## config.mk

```make
export PLATFORM = sky130hd
export DESIGN_NAME = fast_cmd_decoder
export DESIGN_NICKNAME = d
export VERILOG_FILES = /design/src/rtl/fcd_pkg.sv /design/src/rtl/fcd_bx_track.sv /design/src/rtl/fcd_seq.sv /design/src/rtl/fcd_cal_delay.sv /design/src/rtl/fast_cmd_decoder.sv
export SDC_FILE = /design/constraint.sdc
export NUM_CORES = 1
export LEC_CHECK = 0
export CORE_MARGIN = 1
export CORE_UTILIZATION = 49
export DETAILED_ROUTE_END_ITERATION = 12
export PLACE_DENSITY = 0.81
export SLEW_MARGIN = 20
export SYNTH_ARGS = -nofsm -noshare
export SYNTH_HDL_FRONTEND = slang
export SYNTH_HIERARCHICAL = 1
export SYNTH_SLANG_ARGS = --single-unit
export TNS_END_PERCENT = 5
```

## constraint.sdc

```tcl
create_clock -name clk -period 2.8 [get_ports clk]
set_input_delay 0.56 -clock clk [delete_from_list [all_inputs] [get_ports clk]]
set_output_delay 0.56 -clock clk [all_outputs]
set_load 0.01 [all_outputs]
```

## src/rtl/fcd_pkg.sv

```systemverilog
package fcd_pkg;

    localparam int WORD_W = 24;
    localparam int BID_W  = 12;
    localparam int FLAG_LSB = 12;
    localparam int FLAG_W   = 8;

    // bit 7 .. bit 0 map onto word bits 19 .. 12
    typedef struct packed {
        logic evrst;
        logic ferst;
        logic bxrst;
        logic cal;
        logic nzs;
        logic hdr;
        logic veto;
        logic read;
    } cmd_flags_t;

    typedef struct packed {
        logic readout;
        logic header;
        logic full;
    } strobe_t;

    function automatic cmd_flags_t get_flags(input logic [FLAG_W-1:0] raw);
        return cmd_flags_t'(raw);
    endfunction

endpackage

```

## src/rtl/fcd_bx_track.sv

```systemverilog
module fcd_bx_track #(
    parameter int BX_W    = 12,
    parameter int BX_LAST = 3563
) (
    input  logic            clk,
    input  logic            rst_n,
    input  logic            valid,
    input  logic            sync_clr,
    input  logic [BX_W-1:0] rx_id,
    output logic [BX_W-1:0] bx_cnt,
    output logic            mismatch
);
    localparam logic [BX_W-1:0] LAST_V = BX_W'(BX_LAST);
    localparam logic [BX_W-1:0] ONE_V  = BX_W'(1);

    typedef struct packed {
        logic [BX_W-1:0] cnt;
        logic            mis;
    } bx_state_t;

    bx_state_t st_d, st_q;

    always_comb begin
        st_d = st_q;
        if (valid && !sync_clr && (rx_id != st_q.cnt)) begin
            st_d.mis = 1'b1;
        end
        if (valid && sync_clr) begin
            st_d.cnt = ONE_V;
        end else if (st_q.cnt == LAST_V) begin
            st_d.cnt = '0;
        end else begin
            st_d.cnt = st_q.cnt + ONE_V;
        end
    end

    always_ff @(posedge clk or negedge rst_n) begin
        if (!rst_n) begin
            st_q <= '0;
        end else begin
            st_q <= st_d;
        end
    end

    assign bx_cnt   = st_q.cnt;
    assign mismatch = st_q.mis;

endmodule

```

## src/rtl/fcd_seq.sv

```systemverilog
module fcd_seq
    import fcd_pkg::*;
#(
    parameter int EVT_W    = 24,
    parameter int NZS_HOLD = 3
) (
    input  logic             clk,
    input  logic             rst_n,
    input  logic             valid,
    input  cmd_flags_t       flags,
    output strobe_t          strobes,
    output logic [EVT_W-1:0] evt_cnt
);
    localparam int HOLD_W = (NZS_HOLD > 0) ? $clog2(NZS_HOLD + 1) : 1;
    localparam logic [HOLD_W-1:0] HOLD_V = HOLD_W'(NZS_HOLD);

    typedef struct packed {
        strobe_t           stb;
        logic [EVT_W-1:0]  evt;
        logic [HOLD_W-1:0] hold;
    } seq_state_t;

    seq_state_t st_d, st_q;
    logic vetoed;
    logic hdr_only;

    always_comb begin
        st_d     = st_q;
        // sequence: counter clears, veto, header-only, readout requests
        vetoed   = valid && (flags.veto || (st_q.hold != '0));
        hdr_only = valid && (vetoed || flags.hdr);

        st_d.stb.header  = hdr_only;
        st_d.stb.readout = valid && flags.read && !hdr_only;
        st_d.stb.full    = valid && flags.nzs && !hdr_only;

        if (valid && (flags.ferst || flags.evrst)) begin
            st_d.evt = '0;
        end else if (valid && !vetoed) begin
            st_d.evt = st_q.evt + EVT_W'(1);
        end

        if (st_d.stb.full) begin
            st_d.hold = HOLD_V;
        end else if (valid && (st_q.hold != '0)) begin
            st_d.hold = st_q.hold - HOLD_W'(1);
        end
    end

    always_ff @(posedge clk or negedge rst_n) begin
        if (!rst_n) begin
            st_q <= '0;
        end else begin
            st_q <= st_d;
        end
    end

    assign strobes = st_q.stb;
    assign evt_cnt = st_q.evt;

endmodule

```

## src/rtl/fcd_cal_delay.sv

```systemverilog
module fcd_cal_delay #(
    parameter int LAT = 4
) (
    input  logic clk,
    input  logic rst_n,
    input  logic fire,
    output logic pulse
);
    logic [LAT-1:0] pipe_d, pipe_q;

    generate
        if (LAT == 1) begin : g_single
            always_comb pipe_d = fire;
        end else begin : g_shift
            always_comb pipe_d = {pipe_q[LAT-2:0], fire};
        end
    endgenerate

    always_ff @(posedge clk or negedge rst_n) begin
        if (!rst_n) begin
            pipe_q <= '0;
        end else begin
            pipe_q <= pipe_d;
        end
    end

    assign pulse = pipe_q[LAT-1];

endmodule

```

## src/rtl/fast_cmd_decoder.sv

```systemverilog
module fast_cmd_decoder
    import fcd_pkg::*;
#(
    parameter int BX_LAST  = 3563,
    parameter int EVT_W    = 24,
    parameter int NZS_HOLD = 3,
    parameter int CAL_LAT  = 4
) (
    input  logic              clk,
    input  logic              rst_n,
    input  logic              cmd_valid,
    input  logic [WORD_W-1:0] cmd_word,
    output logic [BID_W-1:0]  bx_cnt,
    output logic [EVT_W-1:0]  evt_cnt,
    output logic              readout,
    output logic              header_only,
    output logic              full_readout,
    output logic              cal_pulse,
    output logic              bx_mismatch
);
    cmd_flags_t flags;
    strobe_t    stb;
    logic       unused_rsv;

    assign flags      = get_flags(cmd_word[FLAG_LSB +: FLAG_W]);
    assign unused_rsv = ^cmd_word[WORD_W-1:FLAG_LSB+FLAG_W];

    fcd_bx_track #(
        .BX_W    (BID_W),
        .BX_LAST (BX_LAST)
    ) u_bx (
        .clk      (clk),
        .rst_n    (rst_n),
        .valid    (cmd_valid),
        .sync_clr (flags.bxrst | flags.ferst),
        .rx_id    (cmd_word[BID_W-1:0]),
        .bx_cnt   (bx_cnt),
        .mismatch (bx_mismatch)
    );

    fcd_seq #(
        .EVT_W    (EVT_W),
        .NZS_HOLD (NZS_HOLD)
    ) u_seq (
        .clk     (clk),
        .rst_n   (rst_n),
        .valid   (cmd_valid),
        .flags   (flags),
        .strobes (stb),
        .evt_cnt (evt_cnt)
    );

    fcd_cal_delay #(
        .LAT (CAL_LAT)
    ) u_cal (
        .clk   (clk),
        .rst_n (rst_n),
        .fire  (cmd_valid & flags.cal),
        .pulse (cal_pulse)
    );

    assign readout      = stb.readout;
    assign header_only  = stb.header;
    assign full_readout = stb.full;

endmodule

```

==> summary.txt, run 1 <==
first-pass GRT wire length: 9490 µm
nets: 340
DR vias: 2092
DR vias/cell: 5.55
crit path DAT: 2.48 ns
Pwr Density: 449 mW/mm²
IO Pins: 68
Root Buffer: clkbuf_8
Synth Area in Compound Gates: 0.102
total grt overflow: 0
most frequent cells in the layout: 62 x clkdlybuf4s50_1, 46 x dfrtp_1, 27 x nor2_1
RePlAce Congestion: 0.845
CTS resizes: 0
Post-synth EDFFs: 0
NetSw: 0.390 mW
Synth-to-Final Area Change: 23.9%
Worst Skew: 0.0103 ns
Max Root-Sink Buffers: 2
multiplexer share of the synthesized area: 0
largest family of logic cells by synthesized area: simple AND/OR/NAND/NOR gates
Clk pwr share: 0.290
Slew @ Worst Pin: 0.579 ns
endpoint class of the critical path: flip-flop
Peak Freq: 442 MHz
min Tclk post-route: 2.26 ns
RSZ-0062 raised after global routing: no
post-synth cell types: 44
count of final setup violators: 0
clock slew at reported path FFs: 0.09 ns
cell area after layout: 0.00317 mm²
yosys warns: 6
Port Buf Inserts: 63
Logic pwr share: 0.189
Mean Syn Cell Area: 9.61 µm²
Clock Latency Late Sink: 0.29 ns
number of DRC markers in iteration 0: 90
Die ar.: 0.00551 mm²
flops & latches, synth: 46
Core ar.: 0.00488 mm²
Setup Fix Bufs, Post-CTS: 0
Area after DPL: 0.00307 mm²
H-tree depth: 2
status: complete, no violations
TritonCTS Sinks: 46
ys flop type: dfrtp_1
die boundary height: 74.2 µm
Syn Inst Count: 266
CP Data Required Time: 3.02 ns
commonest non-fill, non-tap cell in the layout: clkdlybuf4s50_1
Post-synth ARST share: 1.00
Synth Area in XOR/XNOR: 0.106
worst rel slew slack: 0.614
Syn Nets: 297
largest net degree at the start of global routing: 47
DP Wirelength: 4130 µm
CTS tree: yes
r2r setup slk: 0.69 ns
Max-Cap Viols: 0
DRC violations left: 0
Final Power: 1.42 mW
synthesized area: 0.00255 mm²
Crit Path Class: primary input to flip-flop
crit start category: primary input
share of cells above drive strength 1: 0.0645
Tcrit/Tclk final: 0.808
Synth Area in Adders: 0.0196
max-slew violations: 0
internal power: 1.03 mW
Peak VDD IR: 0.306 mV
CTS Buf Count: 5
Setup TNS: 0 ns
Starting Density: 0.524
Sw Ratio: 0.274
Hold-fix buffers, CTS: 0
Die W: 74.2 µm
vias in the first global route: 2025
r2r endpoint: u_seq/evt_cnt[18]
final WL: 5620 µm
Overall Global Routing Usage: 0.227
worst r2r src: u_seq/st_q[0]
final hold vios: 0
Routed Antenna Nets: 0
initial antenna violation count: 0
depth of the worst register-to-register path: 6
Filler cells: 419
Simple-Gate Fraction of Synth Area: 0.214
LEAKAGE: 1.32 nW
Hold Path Class: primary input to asynchronous set/reset pin
sequential share of power: 0.521
row count: 25
Crit Path Max Fanout: 9
wire per inst: 14.9 µm
Initial DRT Pass Iterations: 4
Ant. Diodes: 0
Seq/Total Area, Yosys: 0.451
power groups by stage:
stage	combinational, mW	sequential (mW)	clock, mW
floorplan	0.147	0.750	0
global placement	0.258	0.751	0
detailed placement	0.269	0.755	0
CTS	0.272	0.741	0.422
global route	0.300	0.747	0.449
finish	0.269	0.741	0.413
flip-flops by register name (all words and copies together), names as in the netlist:
signal	flops
u_seq/evt_cnt	24
u_seq/st_q	2
u_seq/strobes	3
u_bx/mismatch	1
u_bx/bx_cnt	12
u_cal/pipe_q	4
layer usage:
layer,vias up,routed length (µm),track usage,share of wire
met1,1017,2440,0.291,0.43
met4,0,55,0.0860,0.0098
met3,6,313,0.0637,0.056
met2,73,2810,0.367,0.50
met5,-,0,0,0
li1,996,-,-,-
stage by stage:
step            util  instances  hold WS [ns]  setup WS [ns]
2_1_floorplan      -        266         0.264          0.755
3_3_place_gp   0.630        369         0.334          0.309
3_5_place_dp   0.630        369         0.339          0.272
4_1_cts        0.648        377         0.357          0.567
5_1_grt        0.649        377         0.290          0.461
6_report       0.649        377         0.257          0.538
area by class of cell:
| type | instances | area, µm² | share of cell area |
|---|---|---|---|
| sequential | 46 | 1150 | 0.363 |
| multi-input combinational | 177 | 1130 | 0.357 |
| timing repair buffer | 69 | 673 | 0.213 |
| clock buffer | 7 | 86.3 | 0.0273 |
| tap | 67 | 83.8 | 0.0265 |
| inverter | 10 | 37.5 | 0.0119 |
| clock inverter | 1 | 5.00 | 0.00158 |
critical path, stage by stage:
cell	delay [ns]
clkdlybuf4s50_1	0.46
nand3b_2	0.24
or3_1	0.51
or4_1	0.54
a21oi_1	0.16
kinds of logic after synthesis:
family	Yosys count
AO/OA/AOI/OAI	38
XOR/XNOR	31
adder cells (fa/ha/maj)	4
buffers and inverters	43
flip-flops	46
AND/OR/NAND/NOR	104
synth_stat cells (4+ instances only):
cell     number  area [µm²]
dfrtp_1      46        1150
buf_4        27         203
xor2_1       19         166
nor2_1       27         101
inv_1        10        37.5
or3_1         6        37.5
nor3_1        4        20.0
nand4_1       7        43.8
xnor2_1      12         105
nand3_1      10        50.1
nand2_1      22        82.6
or4_1         6        45.0
ha_1          4        50.1
a21oi_1       9        45.0
nor4_1        5        31.3
o31ai_1       4        30.0
o21ai_0       8        40.0
worst max-delay path by stage:
stage                   endpoint  slack (ns)    startpoint  cells past startpoint
6_report       u_seq/evt_cnt[17]        0.54  cmd_word[13]                      5
5_1_grt        u_seq/evt_cnt[18]        0.46     cmd_valid                      5
4_1_cts        u_seq/evt_cnt[17]        0.57  cmd_word[13]                      5
3_5_place_dp   u_seq/evt_cnt[17]        0.27  cmd_word[13]                      5
3_3_place_gp   u_seq/evt_cnt[17]        0.31  cmd_word[13]                      5
2_1_floorplan  u_seq/evt_cnt[17]        0.76  cmd_word[13]                      5
No activity file was read; power rests on OpenSTA's default activity.
==> inputs of run 2 (changes only) <==
Settings changed: CORE_UTILIZATION 49 to 44, PLACE_DENSITY 0.81 to 0.77.
Clock period 2.8 ns to 2 ns, I/O delays scaled along.
==> summary.txt, run 2 (synthesis results as in run 1) <==
status: complete, no violations
Die ar.: 0.00612 mm² (+11%)
IO Pins: 68 (unchanged)
WP buf/inv: 2 (+1)
clock slew at reported path FFs: 0.09 ns (about the same)
min Tclk post-route: 1.94 ns
vias in the first global route: 2176 (+7.5%)
Slew @ Worst Pin: 0.591 ns (+0.0119 ns)
Tcrit/Tclk final: 0.968
Crit Path Max Fanout: 4 (-5)
DR vias/cell: 5.29 (-4.7%)
Initial DRT Pass Iterations: 4 (unchanged)
TritonCTS Sinks: 46 (unchanged)
count of final setup violators: 0 (unchanged)
endpoint class of the critical path: flip-flop
DP Wirelength: 4440 µm (+7.3%)
Peak VDD IR: 0.379 mV (+24%)
grt met1 use: 0.271 (-0.0199)
Root Buffer: clkbuf_8
CTS tree: yes
number of DRC markers in iteration 0: 188 (+110%)
worst rel slew slack: 0.606 (-0.00793)
most frequent cells in the layout: 61 x clkdlybuf4s50_1, 45 x dfrtp_1, 31 x buf_4
Filler cells: 493 (+18%)
RSZ-0062 raised after global routing: no
Hold-fix buffers, CTS: 0 (unchanged)
DRC violations left: 0 (unchanged)
Starting Density: 0.461 (-0.0624)
crit path DAT: 2.17 ns (-0.31 ns)
Port Buf Inserts: 63 (unchanged)
Die W: 78.2 µm (+5.4%)
grt peak-use layer: met2
initial antenna violation count: 0 (unchanged)
CP cell instances: inv_2, ha_4, nand3b_4, buf_4, or4_1, or3_1, a21oi_1
CP top delay family: simple AND/OR/NAND/NOR gates
Clock Latency Late Sink: 0.31 ns (+0.02 ns)
DR vias: 2157 (+3.1%)
final WL: 5900 µm (+4.9%)
CP Data Required Time: 2.23 ns (-0.79 ns)
H-tree depth: 2 (unchanged)
Peak Freq: 517 MHz
WHS: 0.0968 ns (-0.160 ns)
Final Power: 2.08 mW (+46%)
Worst Skew: 0.0157 ns (+0.00541 ns)
Core ar.: 0.00554 mm² (+14%)
row count: 27 (+8.0%)
Max Root-Sink Buffers: 2 (unchanged)
crit start category: flip-flop
Final Core Density: 0.614 (-0.0345)
LEAKAGE: 1.46 nW (+11%)
CTS Buf Count: 5 (unchanged)
die boundary height: 78.2 µm (+5.4%)
slowest stage delay, CP: 0.51 ns (-0.03 ns)
Ant. Diodes: 0 (unchanged)
global-route track usage on met3: 0.0512 (-0.0125)
Max-Cap Viols: 0 (unchanged)
nets: 366 (+7.6%)
Routed Antenna Nets: 0 (unchanged)
wire per inst: 14.5 µm (-3.0%)
Overall Global Routing Usage: 0.210 (-0.0167)
max-slew violations: 0 (unchanged)
CP max stage cell: or4_1
Hold Path Class: primary input to asynchronous set/reset pin
largest net degree at the start of global routing: 27 (-43%)
total grt overflow: 0 (unchanged)
Pwr Density: 611 mW/mm² (+36%)
commonest non-fill, non-tap cell in the layout: clkdlybuf4s50_1
GR Layer Usage met2: 0.343 (-0.0237)
final hold vios: 0 (unchanged)
RePlAce Congestion: 0.846 (about the same)
Synth-to-Final Area Change: 33.3%
share of cells above drive strength 1: 0.152 (+0.0873)
Crit Path Class: flip-flop to flip-flop
max reg flops: 24 (unchanged)
first-pass GRT wire length: 10000 µm (+5.8%)
run 2: final timing paths:
kind	from	end	slack (ns)	cells after the start
worst max-delay path	u_seq/st_q[1]	u_seq/evt_cnt[23]	0.06	7
worst min-delay path	rst_n	u_seq/evt_cnt[12]	0.1	1
worst max register to register	u_seq/st_q[1]	u_seq/evt_cnt[23]	0.06	7
worst min register to register	u_cal/pipe_q[2]	u_cal/pipe_q[3]	0.36	0
max in group asynchronous	rst_n	u_cal/pipe_q[3]	1.31	2
min in group clk	u_cal/pipe_q[2]	u_cal/pipe_q[3]	0.36	0
run 2: metal layers:
metal / wire (µm) / up-vias / share of wire
li1: - / 1045 / -
met1: 2600 / 1032 / 0.44
met5: 0 / - / 0
met2: 2900 / 71 / 0.49
met3: 291 / 9 / 0.049
met4: 110 / 0 / 0.019
run 2: stage by stage:
step	worst slack (ns)	TNS [ns]	instances	area [µm²]
3_5_place_dp	-0.301	-2.79	400	3290
2_1_floorplan	0.0257	0	266	2550
6_report	0.0640	0	408	3400
3_3_place_gp	-0.290	-2.07	400	3290
5_1_grt	0.00455	0	408	3400
4_1_cts	-0.00414	-0.00414	408	3370
run 2: power breakdown:
| part | switching, mW | internal [mW] |
|---|---|---|
| logic | 0.232 | 0.250 |
| clock network | 0.323 | 0.247 |
| registers | 0.0463 | 0.981 |
run 2: repair_timing:
item,CTS,global route
pin swaps,0,1
resized for setup,0,9
setup buffers,0,0
gates cloned,0,0
setup endpoints to repair,1,8
hold endpoints to repair,0,0
run 2: final cells by class:
cell class | count | area [µm²] | area share
repair buffers | 95 | 881 | 0.259
multi-input cells | 177 | 1160 | 0.340
clock inverters | 2 | 13.8 | 0.00404
well taps | 72 | 90.1 | 0.0265
inverters | 10 | 37.5 | 0.0110
clock buffers | 6 | 72.6 | 0.0213
flip-flops and latches | 46 | 1150 | 0.338
